File: config.mk
export PLATFORM = sky130hd
export DESIGN_NAME = tdw_walker
export DESIGN_NICKNAME = d
export VERILOG_FILES = /design/src/rtl/tdw_pkg.sv /design/src/rtl/tdw_ring_ptr.sv /design/src/rtl/tdw_len_acc.sv /design/src/rtl/tdw_fcs_decide.sv /design/src/rtl/tdw_scan_fsm.sv /design/src/rtl/tdw_walker.sv
export SDC_FILE = /design/constraint.sdc
export NUM_CORES = 1
export LEC_CHECK = 0
export ABC_AREA = 1
export ABC_CLOCK_PERIOD_IN_PS = 5050
export BUFFER_PORTS_ARGS = -buffer_cell sky130_fd_sc_hd__clkbuf_2
export CAP_MARGIN = 20
export CORE_ASPECT_RATIO = 0.8
export CORE_MARGIN = 2
export CORE_UTILIZATION = 30
export DETAILED_ROUTE_END_ITERATION = 10
export SYNTH_ARGS = -nofsm -noshare
export SYNTH_HDL_FRONTEND = slang
export SYNTH_SLANG_ARGS = --single-unit
File: constraint.sdc
create_clock -name clk_i -period 5.05 [get_ports clk_i]
set_clock_uncertainty 0.05 [all_clocks]
set_input_delay 0.2525 -clock clk_i [delete_from_list [all_inputs] [get_ports clk_i]]
set_output_delay 0.2525 -clock clk_i [all_outputs]
set_load 0.1 [all_outputs]
File: src/rtl/tdw_pkg.sv
package tdw_pkg;
  localparam int DESC_W      = 32;
  localparam int OWN_BIT     = 31;
  localparam int ADD_FCS_BIT = 29;
  localparam int STP_BIT     = 25;
  localparam int ENP_BIT     = 24;
  localparam int MIN_FRAME   = 64;

  typedef enum logic [1:0] {
    ST_IDLE = 2'd0,
    ST_READ = 2'd1,
    ST_EMIT = 2'd2
  } tdw_state_e;
endpackage

File: src/rtl/tdw_ring_ptr.sv
module tdw_ring_ptr #(
  parameter int RING_LEN = 8,
  localparam int IDX_W = (RING_LEN > 1) ? $clog2(RING_LEN) : 1
) (
  input  logic             clk_i,
  input  logic             rst_ni,
  input  logic             adv_i,
  output logic [IDX_W-1:0] idx_o
);
  logic [IDX_W-1:0] idx_q, idx_nxt;

  generate
    if ((1 << IDX_W) == RING_LEN) begin : g_pow2
      assign idx_nxt = idx_q + 1'b1;
    end else begin : g_cmp
      assign idx_nxt = (idx_q == IDX_W'(RING_LEN - 1)) ? '0 : idx_q + 1'b1;
    end
  endgenerate

  always_ff @(posedge clk_i or negedge rst_ni) begin
    if (!rst_ni)    idx_q <= '0;
    else if (adv_i) idx_q <= idx_nxt;
  end

  assign idx_o = idx_q;

  a_r7_wrap: assert property (@(posedge clk_i) disable iff (!rst_ni)
    adv_i && idx_q == IDX_W'(RING_LEN - 1) |=> idx_q == '0);

  a_r7_step: assert property (@(posedge clk_i) disable iff (!rst_ni)
    !adv_i |=> $stable(idx_q));
endmodule

File: src/rtl/tdw_len_acc.sv
module tdw_len_acc #(
  parameter int LEN_W  = 12,
  parameter int FLEN_W = 16
) (
  input  logic              clk_i,
  input  logic              rst_ni,
  input  logic              load_i,
  input  logic              cont_i,
  input  logic [LEN_W-1:0]  len_i,
  output logic [FLEN_W-1:0] total_o
);
  logic [FLEN_W-1:0] acc_q, base;
  logic [FLEN_W:0]   sum;

  assign base    = cont_i ? acc_q : '0;
  assign sum     = {1'b0, base} + (FLEN_W+1)'(len_i);
  assign total_o = sum[FLEN_W] ? '1 : sum[FLEN_W-1:0];

  always_ff @(posedge clk_i or negedge rst_ni) begin
    if (!rst_ni)     acc_q <= '0;
    else if (load_i) acc_q <= total_o;
  end

  // running total never shrinks inside a frame (R10 length basis)
  a_r10_acc_grows: assert property (@(posedge clk_i) disable iff (!rst_ni)
    load_i && cont_i |=> acc_q >= $past(acc_q));
endmodule

File: src/rtl/tdw_fcs_decide.sv
module tdw_fcs_decide import tdw_pkg::*; #(
  parameter int FLEN_W = 16
) (
  input  logic              add_fcs_i,
  input  logic              fcs_dis_i,
  input  logic              apad_en_i,
  input  logic [FLEN_W-1:0] frame_len_i,
  output logic              fcs_o
);
  logic short_frame;

  assign short_frame = apad_en_i && (frame_len_i < FLEN_W'(MIN_FRAME));
  assign fcs_o       = (add_fcs_i && !short_frame) || !fcs_dis_i;
endmodule

File: src/rtl/tdw_scan_fsm.sv
module tdw_scan_fsm import tdw_pkg::*; #(
  parameter int LEN_W = 12
) (
  input  logic              clk_i,
  input  logic              rst_ni,
  input  logic              poll_i,
  input  logic              desc_valid_i,
  input  logic [DESC_W-1:0] desc_word_i,
  input  logic [LEN_W-1:0]  desc_len_i,
  input  logic              buf_ready_i,
  input  logic              fcs_dec_i,
  output logic              desc_ready_o,
  output logic              adv_o,
  output logic              acc_load_o,
  output logic              acc_cont_o,
  output logic              add_fcs_o,
  output logic              buf_valid_o,
  output logic [LEN_W-1:0]  buf_len_o,
  output logic              buf_first_o,
  output logic              buf_last_o,
  output logic              buf_fcs_o,
  output logic              buf_err_o
);
  tdw_state_e state_q;
  logic in_chain_q, abort_q;
  logic own, stp, enp;
  logic rd_fire, skip, brk, take, emit_done;
  logic unused_word;

  assign own = desc_word_i[OWN_BIT];
  assign stp = desc_word_i[STP_BIT];
  assign enp = desc_word_i[ENP_BIT];
  assign unused_word = ^{desc_word_i[30], desc_word_i[28:26], desc_word_i[23:0]};

  assign rd_fire   = (state_q == ST_READ) && desc_valid_i;
  assign skip      = rd_fire && own && !in_chain_q && !stp;
  assign brk       = rd_fire && own && in_chain_q && stp;
  assign take      = rd_fire && own && (in_chain_q ? !stp : stp);
  assign emit_done = (state_q == ST_EMIT) && buf_ready_i;

  assign adv_o        = skip || (emit_done && !abort_q);
  assign acc_load_o   = take;
  assign acc_cont_o   = in_chain_q;
  assign add_fcs_o    = desc_word_i[ADD_FCS_BIT];
  assign desc_ready_o = (state_q == ST_READ);
  assign buf_valid_o  = (state_q == ST_EMIT);

  always_ff @(posedge clk_i or negedge rst_ni) begin
    if (!rst_ni) begin
      state_q     <= ST_IDLE;
      in_chain_q  <= 1'b0;
      abort_q     <= 1'b0;
      buf_len_o   <= '0;
      buf_first_o <= 1'b0;
      buf_last_o  <= 1'b0;
      buf_fcs_o   <= 1'b0;
      buf_err_o   <= 1'b0;
    end else begin
      unique case (state_q)
        ST_IDLE: if (poll_i) state_q <= ST_READ;
        ST_READ: begin
          if (rd_fire && !own) begin
            state_q <= ST_IDLE;
          end else if (brk) begin
            state_q     <= ST_EMIT;
            abort_q     <= 1'b1;
            buf_len_o   <= '0;
            buf_first_o <= 1'b0;
            buf_last_o  <= 1'b1;
            buf_fcs_o   <= 1'b0;
            buf_err_o   <= 1'b1;
          end else if (take) begin
            state_q     <= ST_EMIT;
            abort_q     <= 1'b0;
            buf_len_o   <= desc_len_i;
            buf_first_o <= !in_chain_q;
            buf_last_o  <= enp;
            buf_fcs_o   <= enp && fcs_dec_i;
            buf_err_o   <= 1'b0;
          end
        end
        ST_EMIT: if (buf_ready_i) begin
          state_q    <= ST_READ;
          in_chain_q <= abort_q ? 1'b0 : !buf_last_o;
        end
        default: state_q <= ST_IDLE;
      endcase
    end
  end

  a_r2_no_overlap: assert property (@(posedge clk_i) disable iff (!rst_ni)
    !(desc_ready_o && buf_valid_o));

  a_r3_stop_unowned: assert property (@(posedge clk_i) disable iff (!rst_ni)
    desc_ready_o && desc_valid_i && !own |=> !desc_ready_o && !buf_valid_o);

  a_r8_err_marker: assert property (@(posedge clk_i) disable iff (!rst_ni)
    buf_valid_o && buf_err_o |-> buf_last_o && !buf_first_o && buf_len_o == '0 && !buf_fcs_o);

  a_r11_hold: assert property (@(posedge clk_i) disable iff (!rst_ni)
    buf_valid_o && !buf_ready_i |=> buf_valid_o &&
      $stable({buf_len_o, buf_first_o, buf_last_o, buf_fcs_o, buf_err_o}));

  a_r12_flags_last_only: assert property (@(posedge clk_i) disable iff (!rst_ni)
    buf_valid_o && !buf_last_o |-> !buf_fcs_o && !buf_err_o);

  a_r13_resume_keeps_frame: assert property (@(posedge clk_i) disable iff (!rst_ni)
    desc_ready_o && take && in_chain_q |=> buf_valid_o && !buf_first_o);
endmodule

File: src/rtl/tdw_walker.sv
module tdw_walker import tdw_pkg::*; #(
  parameter int RING_LEN = 8,
  parameter int LEN_W    = 12,
  parameter int FLEN_W   = 16,
  localparam int IDX_W   = (RING_LEN > 1) ? $clog2(RING_LEN) : 1
) (
  input  logic              clk_i,
  input  logic              rst_ni,
  input  logic              poll_i,
  input  logic              fcs_dis_i,
  input  logic              apad_en_i,
  output logic              desc_ready_o,
  output logic [IDX_W-1:0]  desc_idx_o,
  input  logic              desc_valid_i,
  input  logic [DESC_W-1:0] desc_word_i,
  input  logic [LEN_W-1:0]  desc_len_i,
  output logic              buf_valid_o,
  input  logic              buf_ready_i,
  output logic [IDX_W-1:0]  buf_idx_o,
  output logic [LEN_W-1:0]  buf_len_o,
  output logic              buf_first_o,
  output logic              buf_last_o,
  output logic              buf_fcs_o,
  output logic              buf_err_o
);
  logic              adv, acc_load, acc_cont, add_fcs, fcs_dec;
  logic [IDX_W-1:0]  idx;
  logic [FLEN_W-1:0] frame_len;

  tdw_ring_ptr #(.RING_LEN(RING_LEN)) u_ptr (
    .clk_i  (clk_i),
    .rst_ni (rst_ni),
    .adv_i  (adv),
    .idx_o  (idx)
  );

  tdw_len_acc #(.LEN_W(LEN_W), .FLEN_W(FLEN_W)) u_acc (
    .clk_i   (clk_i),
    .rst_ni  (rst_ni),
    .load_i  (acc_load),
    .cont_i  (acc_cont),
    .len_i   (desc_len_i),
    .total_o (frame_len)
  );

  tdw_fcs_decide #(.FLEN_W(FLEN_W)) u_fcs (
    .add_fcs_i   (add_fcs),
    .fcs_dis_i   (fcs_dis_i),
    .apad_en_i   (apad_en_i),
    .frame_len_i (frame_len),
    .fcs_o       (fcs_dec)
  );

  tdw_scan_fsm #(.LEN_W(LEN_W)) u_fsm (
    .clk_i        (clk_i),
    .rst_ni       (rst_ni),
    .poll_i       (poll_i),
    .desc_valid_i (desc_valid_i),
    .desc_word_i  (desc_word_i),
    .desc_len_i   (desc_len_i),
    .buf_ready_i  (buf_ready_i),
    .fcs_dec_i    (fcs_dec),
    .desc_ready_o (desc_ready_o),
    .adv_o        (adv),
    .acc_load_o   (acc_load),
    .acc_cont_o   (acc_cont),
    .add_fcs_o    (add_fcs),
    .buf_valid_o  (buf_valid_o),
    .buf_len_o    (buf_len_o),
    .buf_first_o  (buf_first_o),
    .buf_last_o   (buf_last_o),
    .buf_fcs_o    (buf_fcs_o),
    .buf_err_o    (buf_err_o)
  );

  assign desc_idx_o = idx;
  assign buf_idx_o  = idx;

  a_r11_idx_hold: assert property (@(posedge clk_i) disable iff (!rst_ni)
    buf_valid_o && !buf_ready_i |=> $stable(buf_idx_o));
endmodule

### After elaboration in Yosys (flattened, before gate mapping)

Cells that the tools add are included.

| cells by class | value |
|---|---|
| $add $sub $neg | 2 |
| reduce and logical (&&, ||, !) cells | 27 |
| mux-type cells | 20 |
| bitwise gates (word level) | 1 |
| magnitude comparators | 1 |
| equal/unequal tests | 5 |

Operator list:

| cell | number |
|---|---|
| $mux W16 | 2 |
| $mux W12 | 2 |
| $add A16 B12 Y17 | 1 |
| $lt A16 B7 Y1 const B | 1 |
| $logic_and A1 B1 Y1 | 13 |
| $mux W1 | 10 |
| $mux W2 | 5 |
| $logic_not A1 Y1 | 7 |
| $pmux W2 S3 | 1 |
| $reduce_and A3 Y1 | 2 |
| $ne A4 B1 Y1 const B | 1 |
| $add A3 B1 Y3 const B | 1 |
| $eq A2 B1 Y1 const B | 1 |
| $eq A2 B2 Y1 const B | 1 |
| $logic_not A2 Y1 | 1 |
| $logic_or A1 B1 Y1 | 2 |
| $ne A2 B1 Y1 const B | 1 |
| $ne A2 B2 Y1 const B | 1 |
| $reduce_and A2 Y1 | 1 |
| $reduce_bool A2 Y1 | 1 |
| $not A1 Y1 | 1 |

| word-level totals | value |
|---|---|
| output and inout port bits | 24 |
| logic and storage cells | 65 |
| bits of input ports | 51 |
| register bits after elaboration | 38 |

### Longest topological paths before layout

Gate-level depths: netlist (run 1).

| logic depth | value |
|---|---|
| depth in word-level cells | 11 |
| depth in mapped cells | 21 |
| gate-level depth less buffers | 19 |

### By module

Synthesis (run 1) repeated with hierarchy kept, for this count alone.

| second synthesis, totals | value |
|---|---|
| cell total of the unflattened synthesis | 423 |
| area total of the unflattened synthesis | 2849.0 µm² |

By module, submodules not included:

| module | instances | cells each | seq. area each (µm²) | area each (µm²) |
|---|---|---|---|---|
| tdw_len_acc | 1 | 285 | 400.4 | 1729.2 |
| tdw_scan_fsm | 1 | 109 | 475.5 | 917.1 |
| tdw_ring_ptr | 1 | 14 | 75.1 | 132.6 |
| tdw_fcs_decide | 1 | 12 | 0.0 | 47.5 |
| tdw_walker | 1 | 3 | 0.0 | 22.5 |

### Least setup slack after synthesis (run 1)

OpenSTA, ideal clock, no wires.

| path | value |
|---|---|
| kind | register to register |
| from | register u_fsm.in_chain_q, in the netlist u_fsm.acc_cont_o |
| to | register u_fsm.buf_fcs_o |
| buffers on the path | 2 |
| cell stages (with the launch flop) | 21 |
| required time | 4.880 ns |
| arrival time | 2.416 ns |
| path slack | 2.464 ns |
| setup time | 0.120 ns |
| period minus slack after synthesis | 2.586 ns |
| path through | dfrtp_1 > buf_4 > clkbuf_1 > nand2_1 > inv_1 > ha_1 > fa_1 > nand3_1 > nand3_2 > nand2_1 > nand2_1 > nand3_1 > nand2_2 > nor2_2 > nand2_1 > nor2_2 > nand3_1 > nand2_1 > nand2_1 > nand2_1 > nand2_1 |

| on the way | value |
|---|---|
| longest elaborated chain between the ends | 11 |
| elaborated cells between the ends (all ways) | 17 |
| classes of those cells | add/sub (1); order compare (1); mux (5); reduce/logical (10) |

RTL lines:

| what | line | text |
|---|---|---|
| from (decl) | tdw_scan_fsm.sv:25 | `logic in_chain_q, abort_q;` |
| from (signal assigned) | tdw_scan_fsm.sv:84 | `in_chain_q <= abort_q ? 1'b0 : !buf_last_o;` |
| $mux W16 | tdw_len_acc.sv:15 | `assign base = cont_i ? acc_q : '0;` |
| $add A16 B12 Y17 | tdw_len_acc.sv:16 | `assign sum = {1'b0, base} + (FLEN_W+1)'(len_i);` |
| $mux W16 | tdw_len_acc.sv:17 | `assign total_o = sum[FLEN_W] ? '1 : sum[FLEN_W-1:0];` |
| $lt A16 B7 Y1 | tdw_fcs_decide.sv:12 | `assign short_frame = apad_en_i && (frame_len_i < FLEN_W'(MIN_FRAME));` |
| $logic_and A1 B1 Y1 | tdw_fcs_decide.sv:12 |  |
| $logic_not A1 Y1 | tdw_fcs_decide.sv:13 | `assign fcs_o = (add_fcs_i && !short_frame) \|\| !fcs_dis_i;` |
| $logic_and A1 B1 Y1 | tdw_fcs_decide.sv:13 |  |
| $logic_or A1 B1 Y1 | tdw_fcs_decide.sv:13 |  |
| $logic_and A1 B1 Y1 | tdw_scan_fsm.sv:78 | `buf_fcs_o <= enp && fcs_dec_i;` |
| $mux W1 | tdw_scan_fsm.sv:72 | `end else if (take) begin` |
| $mux W1 | tdw_scan_fsm.sv:64 | `end else if (brk) begin` |
| to (signal assigned) | tdw_scan_fsm.sv:78 |  |
| to (decl) | tdw_scan_fsm.sv:21 | `output logic buf_fcs_o,` |

Parallel ways exist; a longest one is shown, timed or not. The select of a mux whose other input is x is not followed.
A chain may end at the register's enable or synchronous reset.

### Worst setup path in the final report (run 1)

Same ends and word-level chain as after synthesis.

==> results of run 1 <==
[layout make-up]
type,count,area (sq um),area share
clock buffer,5,68.8,0.0220
clock inverter,3,68.8,0.0220
inverter,65,245,0.0786
multi-input combinational,256,1420,0.454
sequential,38,951,0.305
tap,112,140,0.0449
timing repair buffer,46,230,0.0737
[cell usage in the layout (no fill, tap or decap), drive strengths merged, types with 2 or more instances in the layout]
cell type / n
nand2: 120
inv: 64
clkbuf: 51
dfrtp: 38
nor2: 34
nand3: 28
o21ai: 17
ha: 13
a22o: 12
a21oi: 7
xnor2: 5
nor3: 4
nand4: 3
nand3b: 2
o22ai: 2
bufinv: 2
clkinv: 2
[cell families after synthesis]
kind of cell,Yosys count,synth area share
and+or+nand+nor,192,0.329
buffers and inverters,76,0.118
AOI/OAI and AO/OA,43,0.107
DFF,38,0.354
adders and majority gates,14,0.0680
xor gates and xnor gates,6,0.0196
muxes,1,0.00419
[worst register-to-register path: cells and delay by family (launching register included)]
kind / cells / cell delay, ns
AND/OR/NAND/NOR: 15 / 1.62
flip-flops: 1 / 0.69
adder cells (fa/ha/maj): 2 / 0.68
buffers and inverters: 1 / 0.06
[sequential cells by signal, indices dropped and copies added (netlist names)]
name	flops
u_ptr.idx_o	3
u_fsm.buf_err_o	1
u_fsm.buf_fcs_o	1
u_fsm.state_q	2
u_fsm.acc_cont_o	1
u_fsm.buf_last_o	1
u_fsm.buf_len_o	12
u_fsm.buf_first_o	1
u_acc.acc_q	16
[stage by stage]
step	worst slack, ns	power (mW)	utilization	area (sq um)	std cells
after floorplan	2.46	1.83	-	2690	370
after global placement	1.94	2.06	0.347	2980	517
after detailed placement	1.91	2.07	0.347	2980	517
after CTS	1.89	2.40	0.363	3120	525
after global routing	1.61	2.56	0.363	3120	525
final	1.86	2.39	0.363	3120	525
[metal layers]
layer,vias to the layer above,global-route usage
met2,81,0.217
met4,0,0.0276
met5,-,0
met1,1120,0.203
met3,2,0.0405
li1,1246,-
[power groups by stage]
stage	Clock (mW)	Sequential, mW	Combinational, mW
after floorplan	0	1.07	0.762
final	0.315	0.560	1.51
after CTS	0.325	0.559	1.51
after detailed placement	0	0.565	1.51
after global routing	0.347	0.579	1.63
after global placement	0	0.558	1.50
[how the worst max path moves through the flow]
stage / startpoint / to / slack [ns] / cells after the start
after floorplan: u_fsm.acc_cont_o$_DFFE_PN0P_ / u_fsm.buf_fcs_o$_DFFE_PN0P_ / 2.46 / 20
after global placement: u_fsm.acc_cont_o$_DFFE_PN0P_ / u_fsm.buf_fcs_o$_DFFE_PN0P_ / 1.94 / 18
after detailed placement: u_fsm.acc_cont_o$_DFFE_PN0P_ / u_fsm.buf_fcs_o$_DFFE_PN0P_ / 1.91 / 18
after CTS: u_fsm.acc_cont_o$_DFFE_PN0P_ / u_fsm.buf_fcs_o$_DFFE_PN0P_ / 1.89 / 18
after global routing: u_fsm.acc_cont_o$_DFFE_PN0P_ / u_fsm.buf_fcs_o$_DFFE_PN0P_ / 1.61 / 18
final: u_fsm.acc_cont_o$_DFFE_PN0P_ / u_fsm.buf_fcs_o$_DFFE_PN0P_ / 1.86 / 18
==> summary.md, run 1 <==
| Metric | Value |
|---|---|
| Final setup viols | 0 |
| R2R setup slack | ~1.9 ns |
| Layout area overhead | 16.3% |
| Worst EP required | between 5 and 6 ns |
| Met3 wire length | ~460 um |
| Final Hold Fails | 0 |
| Reg power frac | 0.235 |
| Final Wtd Congestion | ~0.92 |
| Resize count post-CTS | 0 |
| TNS Setup | 0 ns |
| Ys Warns | 0 |
| Die Ht | between 80 and 90 um |
| Slew Limit Fails | 0 |
| Most common cell on crit path | nand2_1 |
| Longest Clk Path Bufs | 2 |
| Flops & latches, synth | 38 |
| Wire per inst | between 10 and 15 um |
| Hold Slack | between 0.04 and 0.05 ns |
| Syn Nets | between 400 and 500 |
| Sw frac | 0.587 |
| Synth area leaders | dfrtp_1, nand2_1, inv_1, ha_1, nand3_1 |
| Number of synthesized flops with an enable pin | 0 |
| CP Capture Type | flip-flop |
| FF-to-FF Start | u_fsm.acc_cont_o$_DFFE_PN0P_ |
| List of most frequent post-synthesis cells | nand2_1, inv_1, dfrtp_1 |
| Top cell type's share of synthesized area | 0.354 |
| Sum of buffers and inverters on the critical path | 1 |
| Gate Count Post-Synth | 370 |
| Clk slew on worst S/H paths | approximately 0.090 ns |
| Startpoint types | flip-flop |
| Max transition margin | 0.362 |
| Fraction of registers with async set/reset | 1.00 |
| Area leader, netlist | dfrtp_1 |
| Fmax | roughly 310 MHz |
| Main flop type after synthesis | dfrtp_1 |
| GRT Overall Usage | 0.142 |
| CP Class | flip-flop to flip-flop |
| FP Rows | 30 |
| Cell count of the worst reg-to-reg path | 18 |
| Post-Route WL | between 6 and 7 mm |
| CTS tree | done |
| Number of global-route vias before repair | 2301 |
| First-pass GRT wire length | roughly 11 mm |
| Routed Antenna Nets | 0 |
| Period minus WS final | about 3.2 ns |
| Die Area | between 9000 and 10000 sq um |
| GRT overflow | 0 |
| DRC | 0 |
| Switch Pwr | 1.40 mW |
| Via count | 2449 |
| Critical Path Max Stage Delay | 0.69 ns |
| Met2 wire len | 2.72 mm |
| Internal Pwr Total | 986 uW |
| Initial antenna violation count | 0 |
| Ant diodes | 0 |
| Crit-path slowest cell | dfrtp_1 |
| Post-synth cell types | 38 |
| Ports | 75 |
| Most frequent cell after synthesis | nand2_1 |
| Post-DP HPWL | between 4 and 5 mm |
| Seq/Total Area, Yosys | 0.354 |
| Top Metal Used | met4 |
| DRT iter0 DRCs | between 150 and 200 |
| Clock sinks | 38 |
| Period Utilization, post-route | 0.632 |
| Placeable Area | roughly 8600 sq um |
| Critical path arrival | ~3.3 ns |
| CP top delay family | simple AND/OR/NAND/NOR gates |
| Mapped cell area | roughly 2700 sq um |
| Number of max-cap violations | 0 |
| Leak Pwr | 1.76 nW |
| Crit-path cells | nand2_1, inv_1, ha_1, fa_1, nand3_1, nand3_2, nand3_2, nand3_2, nand2_2, nand2_1, nor2_1, nand2_1, nor2_2, nand3_1, nand2_1, nand2_1, nand2_1, nand2_1 |
| Worst Hold Class | primary input to asynchronous set/reset pin |
| PwrDens | 764 nW/um^2 |
| Mapped Avg Cell Area | roughly 7.3 sq um |
| Die width | about 110 um |
| H-Tree Depth | 2 |
| Initial Utilization | 0.312 |
| Peak supply drop | roughly 0.65 mV |
| Status | finished clean |
| Hold_buf cts | 0 |
| Clock power share | 0.132 |
| Port buffer count | 46 |
| Comb pwr share | 0.633 |
| NumNets Final | between 400 and 500 |
| Number of CTS-inserted buffers | 5 |
| RSZ-0062 raised after global routing | false |
| Root Buffer | clkbuf_8 |
| Fillers | approximately 900 |
| Worst R2R End | u_fsm.buf_fcs_o$_DFFE_PN0P_ |
| Worst-Margin Slew | 0.957 ns |
| Post-CTS Setup Inserts | 0 |
| Layout cell share with drive strength beyond 1 | 0.235 |
| Crit path max fanout | 20 |
| Pin count of the biggest net entering global routing | 39 |
| Pre-antenna DRT Iters | 4 |
| Vias/cell | approximately 4.7 |
| DRT met1 WL | 3.24 mm |
| Clk Latency, worst-skew pair | roughly 0.3 ns |
No activity file was read; power rests on OpenSTA's default activity.
==> inputs of run 2 (changes only) <==
--- a/config.mk
+++ b/config.mk
@@ -6,7 +6,7 @@
 export NUM_CORES = 1
 export LEC_CHECK = 0
 export ABC_AREA = 1
-export ABC_CLOCK_PERIOD_IN_PS = 5050
+export ABC_CLOCK_PERIOD_IN_PS = 3200
 export BUFFER_PORTS_ARGS = -buffer_cell sky130_fd_sc_hd__clkbuf_2
 export CAP_MARGIN = 20
 export CORE_ASPECT_RATIO = 0.8
==> constraint.sdc (replaced) <==
create_clock -name clk_i -period 3.2 [get_ports clk_i]
set_clock_uncertainty 0.05 [all_clocks]
set_input_delay 0.16 -clock clk_i [delete_from_list [all_inputs] [get_ports clk_i]]
set_output_delay 0.16 -clock clk_i [all_outputs]
set_load 0.1 [all_outputs]
==> summary.md, run 2 (synthesis results as in run 1) <==
| Metric | Value |
|---|---|
| Ant diodes | 0 (unchanged) |
| Placeable Area | 8600 sq um (unchanged) |
| Clk slew on worst S/H paths | 0.08 ns (about the same) |
| Wire per inst | 12.4 um (+1.3%) |
| Slew Limit Fails | 0 (unchanged) |
| Comb pwr share | 0.673 (+0.040) |
| Via count | 2454 (+0.20%) |
| Period minus WS final | 2.90 ns (-0.291 ns) |
| Final Wtd Congestion | 0.957 (+4.1%) |
| Util after Layout | 0.362 (-0.000728) |
| DRC | 0 (unchanged) |
| Clk Latency, worst-skew pair | 0.29 ns (about the same) |
| Post-CTS Setup Inserts | 0 (unchanged) |
| Worst Hold Class | primary input to flip-flop |
| Largest register FFs | 16 (unchanged) |
| Switch Pwr | 2.20 mW (+57%) |
| Layout area overhead | 16.0% |
| RSZ-0062 raised after global routing | false |
| Worst EP required | 3.34 ns (-1.85 ns) |
| CP Class | flip-flop to flip-flop |
| Startpoint types | flip-flop |
| Final Hold Fails | 0 (unchanged) |
| Pre-antenna DRT Iters | 5 (+1) |
| Number of max-cap violations | 0 (unchanged) |
| Reg power frac | 0.238 (+0.003) |
| Die Area | 9730 sq um (unchanged) |
| Crit path max fanout | 12 (-40%) |
| Port buffer count | 46 (unchanged) |
| Leak Pwr | 1.76 nW (about the same) |
| Peak supply drop | 1.03 mV (+58%) |
| Post-Route WL | 6.57 mm (+1.9%) |
| Resize count post-CTS | 0 (unchanged) |
| Status | finished clean |
| Most common cell after layout, fill and taps aside | nand2_1 |
| Die Ht | 88.6 um (unchanged) |
| Worst-Margin Slew | 0.547 ns (-0.410 ns) |
| Non-Filler Instances | 528 (+0.57%) |
| Initial Utilization | 0.312 (unchanged) |
| Pin count of the biggest net entering global routing | 39 (unchanged) |
| Sw frac | 0.611 (+0.0239) |
| Inst Count DP | 519 (+0.39%) |
| Most flops, register | u_acc.acc_q |
| Initial antenna violation count | 0 (unchanged) |
| Period Utilization, post-route | 0.907 (+0.274) |
| Fillers | 933 (+5.3%) |
| Internal Pwr Total | 1.40 mW (+42%) |
| Final setup viols | 0 (unchanged) |
| Die width | 110 um (unchanged) |
| Max transition margin | 0.637 (+0.275) |
| Post-DP HPWL | 5.08 mm (+2.5%) |
| Root Buffer | clkbuf_8 |
| Clock power share | 0.090 (-0.042) |
| NumNets Final | 481 (+0.84%) |
| Longest Clk Path Bufs | 2 (unchanged) |
| Fmax | 345 MHz (+10%) |
| Area of the multi-input gates | 1420 sq um (unchanged) |
| Number of global-route vias before repair | 2224 (-3.3%) |
| Number of CTS-inserted buffers | 5 (unchanged) |
| H-Tree Depth | 2 (unchanged) |
| CTS tree | done |
| Vias/cell | 4.65 (-0.37%) |
| TNS Setup | 0 ns (unchanged) |
| Routed Antenna Nets | 0 (unchanged) |
| First-pass GRT wire length | 10.8 mm (+0.32%) |
| Critical path arrival | 3.04 ns (-0.29 ns) |
| Most frequent cells in the layout | nand2_1, inv_1, clkbuf_2 |
| GRT Overall Usage | 0.146 (+0.00316) |
| PwrDens | 1160 nW/um^2 (+52%) |
| DRT iter0 DRCs | 134 (-11%) |
| GRT overflow | 0 (unchanged) |
| Layout cell share with drive strength beyond 1 | 0.238 (+0.00311) |
| Clock sinks | 38 (unchanged) |
| CP Capture Type | flip-flop |
| Sequential Area | 951 sq um (unchanged) |
| FP Rows | 30 (unchanged) |
| Ports | 75 (unchanged) |
==> run 2: cell type report <==
class                           count  share of cell area
Sequential cell                    38               0.305
Timing Repair Buffer               50              0.0908
Tap cell                          112              0.0450
Inverter                           65              0.0787
Clock inverter                      2             0.00321
Multi-Input combinational cell    256               0.455
Clock buffer                        5              0.0221
==> run 2: layer usage <==
layer  share of wire  GRT usage  vias to the layer above
met3           0.068     0.0287                       10
met2            0.40      0.213                       79
met4           0.018     0.0575                        0
met1            0.51      0.211                     1111
met5               0          0                        -
li1                -          -                     1254
==> run 2: path summary, 6_finish.rpt <==
kind	slack, ns	from	depth (start not counted)	endpoint
min in group asynchronous	0.33	rst_ni	2	u_acc.acc_q[5]$_DFFE_PN0P_
worst min register to register	0.44	u_fsm.buf_fcs_o$_DFFE_PN0P_	2	u_fsm.buf_fcs_o$_DFFE_PN0P_
worst min-delay path	0.05	desc_len_i[2]	2	u_fsm.buf_len_o[2]$_DFFE_PN0P_
max in group asynchronous	2.29	rst_ni	3	u_fsm.buf_len_o[10]$_DFFE_PN0P_
worst max-delay path	0.30	u_fsm.acc_cont_o$_DFFE_PN0P_	18	u_fsm.buf_fcs_o$_DFFE_PN0P_
worst max register to register	0.30	u_fsm.acc_cont_o$_DFFE_PN0P_	18	u_fsm.buf_fcs_o$_DFFE_PN0P_
==> run 2: what timing repair did <==
item                       CTS  global route
hold endpoints to repair    38             0
setup endpoints to repair    0             0
hold buffers                 1             0
==> run 2: power groups by stage <==
stage          Clock, mW  Sequential [mW]  Combinational (mW)
2_1_floorplan          0             1.69                1.20
3_3_place_gp           0            0.858                2.40
3_5_place_dp           0            0.869                2.42
4_1_cts            0.338            0.862                2.43
5_1_grt            0.366            0.892                2.63
6_report           0.324            0.858                2.43
==> run 2: per-stage QoR <==
stage | area, sq um | worst slack [ns] | total power, mW | hold WS, ns
after CTS | 3090 | 0.292 | 3.63 | 0.0441
after global placement | 3000 | 0.309 | 3.26 | 0.312
final | 3120 | 0.298 | 3.61 | 0.0498
after global routing | 3120 | 0.0337 | 3.89 | 0.0511
after floorplan | 2690 | 0.614 | 2.89 | -0.186
after detailed placement | 3000 | 0.309 | 3.29 | 0.311
==> run 2: worst max-delay path, stage by stage, from the launching register on <==
cell and delay [ns]:
dfrtp_1 0.51, nand2_1 0.11, inv_1 0.04, ha_1 0.23, fa_1 0.45, nand3_1 0.12
nand3_2 0.12, nand3_2 0.11, nand3_2 0.08, nand2_2 0.26, nand2_1 0.09, nor2_1 0.12
nand2_1 0.08, nor2_2 0.07, nand3_1 0.13, nand2_1 0.09, nand2_1 0.05, nand2_1 0.05
nand2_1 0.04
==> inputs of run 3 (changes only) <==
--- a/config.mk
+++ b/config.mk
@@ -8,11 +8,13 @@
 export ABC_AREA = 1
 export ABC_CLOCK_PERIOD_IN_PS = 3200
 export BUFFER_PORTS_ARGS = -buffer_cell sky130_fd_sc_hd__clkbuf_2
-export CAP_MARGIN = 20
+export CAP_MARGIN = 10
 export CORE_ASPECT_RATIO = 0.8
 export CORE_MARGIN = 2
 export CORE_UTILIZATION = 30
 export DETAILED_ROUTE_END_ITERATION = 10
+export MAX_ROUTING_LAYER = met4
+export SETUP_SLACK_MARGIN = 0.5
 export SYNTH_ARGS = -nofsm -noshare
 export SYNTH_HDL_FRONTEND = slang
 export SYNTH_SLANG_ARGS = --single-unit
==> summary.md, run 3 (synthesis results as in run 1) <==
| Metric | Value |
|---|---|
| Status | finished clean |
| Number of max-cap violations | 0 (unchanged) |
| Critical path arrival | 2.70 ns (-0.34 ns) |
| Post-DP HPWL | 5.08 mm (unchanged) |
| Worst-Margin Slew | 0.981 ns (+0.434 ns) |
| Number of CTS-inserted buffers | 5 (unchanged) |
| GRT overflow | 0 (unchanged) |
| Initial Utilization | 0.312 (unchanged) |
| Crit path depth | 18 (unchanged) |
| Final Hold Fails | 0 (unchanged) |
| Ports | 75 (unchanged) |
| Leak Pwr | 1.78 nW (+1.3%) |
| Final setup margin | 0.644 ns (+0.345 ns) |
| Most common cell after layout, fill and taps aside | nand2_1 |
| Crit path max fanout | 4 (-8) |
| Longest Clk Path Bufs | 2 (unchanged) |
| FF-to-FF Start | u_fsm.acc_cont_o$_DFFE_PN0P_ |
| H-Tree Depth | 2 (unchanged) |
| R2R setup slack | 0.64 ns (+0.35 ns) |
| DRT iter0 DRCs | 132 (-1.5%) |
| Clk Latency, worst-skew pair | 0.30 ns (about the same) |
| Slew Limit Fails | 0 (unchanged) |
| Clk slew on worst S/H paths | 0.07 ns (about the same) |
| FP Rows | 30 (unchanged) |
| Pin count of the biggest net entering global routing | 39 (unchanged) |
| Peak supply drop | 1.02 mV (-0.74%) |
| Worst R2R End | u_fsm.buf_fcs_o$_DFFE_PN0P_ |
| PwrDens | 1150 nW/um^2 (-0.51%) |
| Largest register FFs | 16 (unchanged) |
| Critical Path Source | u_fsm.acc_cont_o$_DFFE_PN0P_ |
| Final Wtd Congestion | 0.974 (+1.8%) |
| Vias/cell | 4.68 (+0.72%) |
| Period Utilization, post-route | 0.799 (-0.108) |
| RSZ-0062 raised after global routing | false |
| Layout cell share with drive strength beyond 1 | 0.285 (+0.0474) |
| Root Buffer | clkbuf_8 |
| Post-Route WL | 6.81 mm (+3.6%) |
| Wire per inst | 12.7 um (+2.1%) |
| Max transition margin | 0.346 (-0.291) |
| First-pass GRT wire length | 10.8 mm (+0.45%) |
| CTS tree | done |
| Worst Hold Class | primary input to flip-flop |
| Placeable Area | 8600 sq um (unchanged) |
| GRT Overall Usage | 0.151 (+0.00539) |
| Most frequent cells in the layout | nand2_1, inv_1, clkbuf_2 |
| Port buffer count | 46 (unchanged) |
| Worst setup path endpoint | u_fsm.buf_fcs_o$_DFFE_PN0P_ |
| Worst EP required | 3.34 ns (about the same) |
| Clock sinks | 38 (unchanged) |
| Critical Path Max Stage Delay | 0.43 ns (-0.08 ns) |
| Initial antenna violation count | 0 (unchanged) |
| Startpoint types | flip-flop |
| Place WS | 0.309 ns (unchanged) |
| Die width | 110 um (unchanged) |
| Final setup viols | 0 (unchanged) |
| Period minus WS final | 2.56 ns (-0.345 ns) |
| Number of global-route vias before repair | 2241 (+0.76%) |
| Routed Antenna Nets | 0 (unchanged) |
| TNS Setup | 0 ns (unchanged) |
| Most common cell on crit path | nand2_1 |
| Crit-path slowest cell | dfrtp_2 |
| Layout area overhead | 20.9% |
| Die Area | 9730 sq um (unchanged) |
| Die Ht | 88.6 um (unchanged) |
| Cell count of the worst reg-to-reg path | 18 (unchanged) |
| Crit-path cells | nand2_1, inv_1, ha_4, fa_2, nand3_2, nand3_4, nand2_2, nand2_1, nand3_1, nand2_2, nor2_4, nand2_1, nor2_1, nand3_1, nand2_1, nand2_1, nand2_1, nand2_1 |
| NumNets Final | 489 (+1.7%) |
| DRC | 0 (unchanged) |
| Pre-antenna DRT Iters | 4 (-1) |
| CP top delay family | simple AND/OR/NAND/NOR gates |
| CP Capture Type | flip-flop |
| Fmax | 391 MHz (+14%) |
| Ant diodes | 0 (unchanged) |
| CP Class | flip-flop to flip-flop |
| Via count | 2509 (+2.2%) |
| Most flops, register | u_acc.acc_q |
| Sum of buffers and inverters on the critical path | 1 (unchanged) |
[run 3: routing by layer]
metal	vias up	share of wire	global-route usage	wire length, um
li1	1273	-	-	-
met1	1138	0.50	0.212	3380
met2	88	0.42	0.214	2830
met3	10	0.068	0.0287	462
met4	0	0.020	0.0575	136
met5	-	0	-	0
[run 3: worst min-delay path by stage]
stage	startpoint	depth (start not counted)	to	slack, ns
after CTS	desc_len_i[2]	2	u_fsm.buf_len_o[2]$_DFFE_PN0P_	0.04
after floorplan	rst_ni	0	u_acc.acc_q[0]$_DFFE_PN0P_	-0.19
after global routing	desc_len_i[3]	2	u_fsm.buf_len_o[3]$_DFFE_PN0P_	0.05
after global placement	rst_ni	1	u_ptr.idx_o[2]$_DFFE_PN0P_	0.31
after detailed placement	rst_ni	1	u_ptr.idx_o[2]$_DFFE_PN0P_	0.31
final	desc_len_i[2]	2	u_fsm.buf_len_o[2]$_DFFE_PN0P_	0.05
[run 3: report_power, final]
group	internal, mW	leakage [nW]	switching (mW)
clock	0.146	0.0438	0.177
combinational	0.633	1.27	1.93
sequential	0.706	0.465	0.143
[run 3: metrics by stage]
step / hold WS, ns / instance area [sq um] / cells / utilization / power [mW]
finish: 0.0547 / 3250 / 536 / 0.378 / 3.74
global route: 0.0510 / 3250 / 536 / 0.378 / 4.03
CTS: 0.0441 / 3110 / 529 / 0.362 / 3.65
detailed placement: 0.311 / 3000 / 519 / 0.349 / 3.29
global placement: 0.312 / 3000 / 519 / 0.349 / 3.26
floorplan: -0.186 / 2690 / 370 / - / 2.89
[run 3: worst reg2reg max path, stage by stage (launching register included)]
cell and delay, ns:
dfrtp_2 0.43, nand2_1 0.06, inv_1 0.06, ha_4 0.18, fa_2 0.42, nand3_2 0.11, nand3_4 0.09, nand2_2 0.09
nand2_1 0.07, nand3_1 0.08, nand2_2 0.12, nor2_4 0.13, nand2_1 0.07, nor2_1 0.12, nand3_1 0.14, nand2_1 0.10
nand2_1 0.05, nand2_1 0.05, nand2_1 0.04
[run 3: timing repair]
action | CTS | global route
setup buffers | 2 | 7
hold endpoints to repair | 38 | 0
setup endpoints to repair | 1 | 1
pin swaps | 0 | 8
gates resized for setup | 2 | 20
hold buffers | 1 | 0
[run 3: final cells by class]
cell class | count | area [sq um]
sequential | 38 | 952
timing repair buffer | 58 | 327
tap | 112 | 140
clock inverter | 2 | 10.0
clock buffer | 5 | 68.8
inverter | 65 | 245
multi-input combinational | 256 | 1500
fill | 928 | 5350
